**config.mk**
```make
export PLATFORM = sky130hd
export DESIGN_NAME = pgood_supervisor
export DESIGN_NICKNAME = d
export VERILOG_FILES = /design/src/rtl/pgs_pkg.sv /design/src/rtl/pgs_thresholds.sv /design/src/rtl/pgs_deglitch.sv /design/src/rtl/pgood_supervisor.sv
export SDC_FILE = /design/constraint.sdc
export NUM_CORES = 1
export LEC_CHECK = 0
export BUFFER_PORTS_ARGS = -buffer_cell sky130_fd_sc_hd__buf_2
export CORE_AREA = 2 2 54 93
export DETAILED_ROUTE_END_ITERATION = 10
export DIE_AREA = 0 0 56 95
export GPL_TIMING_DRIVEN = 0
export PLACE_DENSITY = 0.84
export SETUP_SLACK_MARGIN = 0.2
export SYNTH_ARGS = -nofsm -noshare
export SYNTH_HDL_FRONTEND = slang
export SYNTH_HIERARCHICAL = 1
export SYNTH_SLANG_ARGS = --single-unit
```
**constraint.sdc**
```tcl
create_clock -name clk -period 6.7 [get_ports clk]
set_input_delay 0.335 -clock clk [delete_from_list [all_inputs] [get_ports clk]]
set_output_delay 0.335 -clock clk [all_outputs]
set_load 0.05 [all_outputs]
```
**src/rtl/pgs_pkg.sv**
```systemverilog
package pgs_pkg;

    localparam int FRAC_SHIFT  = 7;
    localparam int UV_SET_NUM  = 105;  // ~82 %
    localparam int UV_CLR_NUM  = 109;  // ~85 %
    localparam int NUM_FAULTS  = 3;

    localparam int IDX_UV = 0;
    localparam int IDX_OV = 1;
    localparam int IDX_OC = 2;

    typedef struct packed {
        logic oc;
        logic ov;
        logic uv;
    } fault_vec_t;

    // floor(code * num / 2^FRAC_SHIFT), code up to 16 bits
    function automatic logic [23:0] scale_frac(input logic [15:0] code,
                                               input logic [7:0]  num);
        logic [23:0] prod;
        prod = 24'(code) * 24'(num);
        return prod >> FRAC_SHIFT;
    endfunction

endpackage

```
**src/rtl/pgs_thresholds.sv**
```systemverilog
module pgs_thresholds
    import pgs_pkg::*;
#(
    parameter int CODE_W    = 8,
    parameter int OV_OFFSET = 15
) (
    input  logic [CODE_W-1:0] ref_code,
    output logic [CODE_W-1:0] uv_lo,
    output logic [CODE_W-1:0] uv_hi,
    output logic [CODE_W:0]   ov_lim
);
    localparam int OW = CODE_W + 1;

    always_comb begin
        uv_lo  = CODE_W'(scale_frac(16'(ref_code), 8'(UV_SET_NUM)));
        uv_hi  = CODE_W'(scale_frac(16'(ref_code), 8'(UV_CLR_NUM)));
        ov_lim = OW'(ref_code) + OW'(OV_OFFSET);
    end

    // release point never below trip point
    always_comb begin
        a_r5_hyst_order: assert (uv_hi >= uv_lo);
    end

endmodule

```
**src/rtl/pgs_deglitch.sv**
```systemverilog
module pgs_deglitch (
    input  logic clk,
    input  logic clr,
    input  logic raw,
    output logic filt
);
    logic prev_q;
    logic filt_q;

    always_ff @(posedge clk) begin
        if (clr) begin
            prev_q <= 1'b0;
            filt_q <= 1'b0;
        end else begin
            prev_q <= raw;
            if (raw == prev_q)
                filt_q <= raw;
        end
    end

    assign filt = filt_q;

    // a filter change always agrees with the sample it was taken at
    a_r8_two_samples: assert property (@(posedge clk) disable iff (clr)
        (filt_q != $past(filt_q)) |-> (filt_q == $past(raw)));

endmodule

```
**src/rtl/pgood_supervisor.sv**
```systemverilog
module pgood_supervisor
    import pgs_pkg::*;
#(
    parameter int CODE_W    = 8,
    parameter int OV_OFFSET = 15
) (
    input  logic              clk,
    input  logic              por,
    input  logic              enable,
    input  logic              ss_done,
    input  logic [CODE_W-1:0] ref_code,
    input  logic [CODE_W-1:0] sense_code,
    input  logic              oc_trip,
    output logic              pgood,
    output logic              uv_flag,
    output logic              ov_flag,
    output logic              oc_flag
);
    logic                  clr;
    logic [CODE_W-1:0]     uv_lo;
    logic [CODE_W-1:0]     uv_hi;
    logic [CODE_W:0]       ov_lim;
    logic [NUM_FAULTS-1:0] raw_bits;
    logic [NUM_FAULTS-1:0] filt_bits;
    fault_vec_t            flags;
    logic                  oc_lat_q;
    logic                  pgood_q;

    assign clr = por | ~enable;

    pgs_thresholds #(.CODE_W(CODE_W), .OV_OFFSET(OV_OFFSET)) u_thr (
        .ref_code (ref_code),
        .uv_lo    (uv_lo),
        .uv_hi    (uv_hi),
        .ov_lim   (ov_lim)
    );

    // raw comparator conditions; UV picks its threshold from its own state
    always_comb begin
        raw_bits[IDX_UV] = filt_bits[IDX_UV] ? (sense_code <= uv_hi)
                                             : (sense_code <  uv_lo);
        raw_bits[IDX_OV] = {1'b0, sense_code} > ov_lim;
        raw_bits[IDX_OC] = oc_trip;
    end

    for (genvar i = 0; i < NUM_FAULTS; i++) begin : g_filt
        pgs_deglitch u_dg (
            .clk  (clk),
            .clr  (clr),
            .raw  (raw_bits[i]),
            .filt (filt_bits[i])
        );
    end

    always_ff @(posedge clk) begin
        if (clr) oc_lat_q <= 1'b0;
        else     oc_lat_q <= oc_lat_q | filt_bits[IDX_OC];
    end

    always_comb begin
        flags.uv = filt_bits[IDX_UV];
        flags.ov = filt_bits[IDX_OV];
        flags.oc = oc_lat_q;
    end

    always_ff @(posedge clk) begin
        if (clr) pgood_q <= 1'b0;
        else     pgood_q <= ss_done & ~(|flags);
    end

    assign pgood   = pgood_q;
    assign uv_flag = flags.uv;
    assign ov_flag = flags.ov;
    assign oc_flag = flags.oc;

    // power-on reset clears the outputs
    a_r1_por_clears: assert property (@(posedge clk)
        por |=> (!pgood && !uv_flag && !ov_flag && !oc_flag));

    // disable clears everything
    a_r3_disable_clears: assert property (@(posedge clk) disable iff (por)
        !enable |=> (!pgood && !uv_flag && !ov_flag && !oc_flag));

    // any fault forces power-good low at the next edge
    a_r2_fault_drops_pgood: assert property (@(posedge clk) disable iff (por)
        (uv_flag || ov_flag || oc_flag) |=> !pgood);

    // no power-good before soft-start is done
    a_r2_needs_ss_done: assert property (@(posedge clk) disable iff (por)
        !ss_done |=> !pgood);

    // overcurrent is sticky while enabled
    a_r7_oc_sticky: assert property (@(posedge clk) disable iff (por)
        (oc_flag && enable) |=> oc_flag);

endmodule

```
=== After elaboration in Yosys (flattened, before gate mapping) ===
Cells that the tools add are included.

* Word-level logic and storage cells: 24
* Output and inout port bits: 4
* Flip-flop bits (word level): 8

* Eq/ne operators: 3
* Bitwise operators: 5
* Reductions and logical operators: 1
* $mul: 2
* Order comparisons: 3
* Add/sub/neg operators: 1
* Multiplexer cells: 1

{| class="wikitable"
|+ Operators by type and width
! kind !! number
|-
| multiplier 8 x 7 -> 15 bit, second input constant || 2
|-
| adder 8 x 4 -> 9 bit, second input constant || 1
|-
| greater-than comparator 8 x 9 -> 1 bit || 1
|-
| less-or-equal comparator 8 bit || 1
|-
| less-than comparator 8 bit || 1
|-
| == test 1 bit || 3
|-
| OR reduction 3 bit || 1
|-
| inverter 1 bit || 2
|-
| OR 1 bit || 2
|-
| bitwise AND 1 bit || 1
|-
| 2-to-1 mux 1 bit || 1
|}

=== Longest topological paths before layout ===
* Depth in word-level cells: 4
* Gate-level depth with buffers: 23
* Depth with buffers taken out: 23

=== Modules after synthesis ===
Netlist, hierarchy kept.

{| class="wikitable"
|+ Modules (own cells, without submodules)
! module !! cells an instance !! times used !! sequential area each (µm²) !! area each (µm²)
|-
| pgs_thresholds || 210 || 1 || 0.0 || 1884.3
|-
| pgood_supervisor || 85 || 1 || 40.0 || 660.6
|-
| pgs_deglitch || 6 || 3 || 40.0 || 60.1
|}

=== Worst setup path after synthesis ===
OpenSTA, ideal clock, no wires.

* Path type: input-to-reg
* Start: in ref_code[1]
* End: reg g_filt[0].u_dg.filt_q
* Arrival: 4.812 ns
* Slack: 1.817 ns
* Stages: 23
* Cell sequence: inv_1 -> ha_1 -> inv_1 -> fa_1 -> inv_1 -> fa_1 -> inv_1 -> fa_1 -> inv_1 -> ha_1 -> a21oi_1 -> o31ai_4 -> o2111ai_1 -> nand2_1 -> xnor2_1 -> inv_1 -> ha_1 -> a211oi_2 -> nor2_1 -> or4b_1 -> o211ai_1 -> o21ai_1 -> a21oi_1

* Longest elaborated chain between the ends: 4
* Elaborated cells on any way between the ends: 6
* Those cells by class: mul: 2; order compare: 2; eq/ne: 1; mux: 1

{| class="wikitable"
|+ RTL lines
! what !! line !! text
|-
| from (decl) || pgood_supervisor.sv:11 || <nowiki>input logic [CODE_W-1:0] ref_code,</nowiki>
|-
| multiplier 8 x 7 -> 15 bit * || pgs_pkg.sv:22 || <nowiki>prod = 24'(code) * 24'(num);</nowiki>
|-
| net uv_hi[5] || pgood_supervisor.sv:21 || <nowiki>logic [CODE_W-1:0] uv_hi;</nowiki>
|-
| less-or-equal comparator 8 bit * || pgood_supervisor.sv:40 || <nowiki>raw_bits[IDX_UV] = filt_bits[IDX_UV] ? (sense_code <= uv_hi)</nowiki>
|-
| 2-to-1 mux 1 bit * || pgood_supervisor.sv:40 ||
|-
| net raw_bits[0] || pgood_supervisor.sv:23 || <nowiki>logic [NUM_FAULTS-1:0] raw_bits;</nowiki>
|-
| == test 1 bit || pgs_deglitch.sv:16 || <nowiki>if (raw == prev_q)</nowiki>
|-
| to (signal assigned) || pgs_deglitch.sv:17 || <nowiki>filt_q <= raw;</nowiki>
|-
| to (decl) || pgs_deglitch.sv:8 || <nowiki>logic filt_q;</nowiki>
|}

The timed path passes the listed nets; every way through them passes the cells marked *.
A chain may end at the register's enable or synchronous reset.

=== Final worst setup path ===
* Start: in ref_code[2]
* End: reg g_filt[0].u_dg.filt_q

Same word-level chain as after synthesis.

==> flow_summary.toml <==
[synth]
yosys-top-cells-area = "ha_1 (38%), fa_1 (12%), inv_1 (8.4%)"
ys_ff_latch = 8
synthFlopType = "dfxtp_1"
synth_top_area_cell = "ha_1"
yosysTopAreaCellShare = 0.381
synth_fp_nets = 434
yosysWarningCount = 6
synth.avg_cell_area_um2 = 8.71
synth-edff-count = 0
syn_inst = 313
ys_types = 46
async_flop_share = 0
syn_area_um2 = 2730
synth_seq_area_share = 0.0588

[route]
first_iter_violations = 72
vias = 2248
drtPass1Iterations = 4
drc = 0
wirelength_um = 5940
routedWlPerCell_um = 15.2
viasPerCell = 5.73
antenna_left = 0

[place]
post-place-cells = 389
place.gp.congestion = 0.958
place_hpwl_um = 5320
io_buffer_count = 24

[pwr]
switching_share = 0.505
seq_power_share = 0.063
clkPwrFrac = 0.068
p_per_area_nw_per_um2 = 282
p_leak_nw = 1.65
p_total_mw = 0.832
ir_drop_uv = 241
share_comb_of_total_power = 0.869
p_switching_mw = 0.420
intPower_mw = 0.412

[layout]
area_delta_synth_final_pct = 8.31
post_layout_nonfiller_instances = 392
diodes = 0
final_nets = 463
nFillCells = 411
drive_above_1_share = 0.112

[timing]
rsz0062_at_grt = "no"
finalSetupTns_ns = 0
finalHoldViolations = 0
report.final.slew_viol_count = 0
worstMarginPinSlew_ns = 0.570
relSlewSlack = 0.617
finalCritPeriodShare = 0.771
finalSetupViolations = 0
max_freq_mhz = 194
skew_ns = 0.000331
min_period_ns = 5.17

[clock_tree]
worstSkewPairLatency_ns = 0.22
cts.path.max_buffers = 2
clock-root-buffer = "clkbuf_8"
cts_tree = "built"
htreeDepth = 1
clkTransAtPathRegs_ns = 0.04
hold_buffers = 0
cts_resized = 0
cts_buffers = 3
cts_setup_buffers = 0
cts.sinks = 8

[global_routing]
grt_pass1_vias = 2322
grtUsageTotal = 0.244
grt_pass1_wl_um = 10200
grt-ovfl-total = 0
antenna_found_initial = 0
grt_max_degree = 9

[setup_path]
critical_path.startpoint_type = "primary input"
critPathKind = "primary input to flop"
slowest_stage = "fa_1"
worstPathCellList = "buf_2, inv_1, ha_1, inv_1, fa_1, inv_1, fa_1, inv_1, fa_1, inv_1, ha_1, a21oi_1, o31ai_4, o2111ai_1, nand2_1, xnor2_1, inv_1, ha_1, a211oi_2, nor2_1, or4b_1, o211ai_1, o21ai_1, a21oi_1"
cp_max_fo = 5
cpMostUsedCell = "inv_1"
slowest_delay_ns = 0.50
cp.arrival_ns = 5.32
cp.required_ns = 6.85
cp-end-kind = "flop"

[die]
io_pins = 25
num_rows = 33
initial_core_util = 0.589
die_h_um = 95
die_w_um = 56
core_area_um2 = 4620
die_area_um2 = 5320

[worst_hold_path]
min_path_type = "primary input to flop"

[status]
status = "finished clean"

[flow_run]
max_cap_viol_count = 0
## through the flow
| stage | hold slack [ns] | setup WS (ns) | utilization | instance area, um^2 |
|---|---|---|---|---|
| floorplan | 0.440 | 1.82 | - | 2730 |
| global placement | 0.447 | 1.36 | 0.629 | 2910 |
| detailed placement | 0.460 | 1.28 | 0.629 | 2910 |
| global route | 0.369 | 1.22 | 0.638 | 2950 |
| finish | 0.343 | 1.53 | 0.638 | 2950 |
| CTS | 0.341 | 1.51 | 0.638 | 2950 |
## cell type report
| cell class | instances | area [um^2] | share of cell area |
|---|---|---|---|
| Buffer | 1 | 3.75 | 0.00127 |
| Multi-Input combinational cell | 243 | 2330 | 0.790 |
| Sequential cell | 8 | 160 | 0.0543 |
| Timing Repair Buffer | 24 | 120 | 0.0407 |
| Tap cell | 52 | 65.1 | 0.0220 |
| Clock buffer | 3 | 41.3 | 0.0140 |
| Inverter | 61 | 229 | 0.0776 |
## cells in the mapped netlist, drive strengths merged, types with 2 or more instances
master  count
nand4       4
nor2b       9
dfxtp       8
o211ai      6
o21a        2
ha         83
xnor2      16
inv        61
nand2b      4
and3        2
a31oi       5
or3         2
nand2      14
nor2       15
nand3       3
a21oi      19
o21ai       9
xor2        5
a211oi      4
a21o        7
fa         17
## layout by cell type, fill, tap and decap left out, types with 8 or more instances in the layout
master	n
dfxtp_1	8
xnor2_1	16
nor2b_1	8
buf_2	24
ha_1	83
nor2_1	15
a21oi_1	17
nand2_1	13
fa_1	17
inv_1	61
## power groups by stage
| stage | clock network, mW | logic, mW | registers (mW) |
|---|---|---|---|
| floorplan | 0 | 0.561 | 0.0555 |
| global placement | 0 | 0.684 | 0.0530 |
| detailed placement | 0 | 0.722 | 0.0532 |
| CTS | 0.0571 | 0.727 | 0.0525 |
| global route | 0.0599 | 0.830 | 0.0526 |
| finish | 0.0565 | 0.723 | 0.0524 |
## metal layers
| layer | GRT usage | up-vias | routed length (um) | part of all wire |
|---|---|---|---|---|
| met4 | 0.133 | 0 | 225 | 0.038 |
| met3 | 0.0151 | 18 | 156 | 0.026 |
| met5 | 0 | - | 0 | 0 |
| met1 | 0.248 | 1048 | 2250 | 0.38 |
| met2 | 0.479 | 50 | 3310 | 0.56 |
| li1 | - | 1132 | - | - |
## critical path: cells and delay by family
family,cells,cell delay [ns]
adder cells (fa/ha/maj),6,2.43
AO/OA/AOI/OAI,7,1.23
AND/OR/NAND/NOR,3,0.67
buffers and inverters,7,0.50
XOR/XNOR,1,0.14
## kinds of logic (layout without fill, tap and decap cells)
kind of cell	Yosys count	in the layout	synth area share
adders and majority gates	100	100	0.506
AOI/OAI and AO/OA	63	63	0.168
buffers and inverters	62	89	0.0854
and+or+nand+nor	59	59	0.114
xor gates and xnor gates	21	21	0.0675
DFF	8	8	0.0588
## flip-flops by register name, indices dropped and copies added, names as in the netlist
signal              cells
pgood                   1
g_filt.u_dg/filt        3
g_filt.u_dg/prev_q      3
oc_flag                 1
## worst paths after layout
kind / slack (ns) / endpoint / depth (start not counted) / from
max reg2reg: 5.26 / g_filt[0].u_dg/filt$_SDFFE_PP0N_ / 5 / g_filt[0].u_dg/filt$_SDFFE_PP0N_
min reg2reg: 0.46 / pgood$_SDFF_PP0_ / 1 / g_filt[1].u_dg/filt$_SDFFE_PP0N_
max: 1.53 / g_filt[0].u_dg/filt$_SDFFE_PP0N_ / 24 / ref_code[2]
min: 0.34 / g_filt[2].u_dg/prev_q$_SDFF_PP0_ / 2 / oc_trip
No activity file was read; power rests on OpenSTA's default activity.
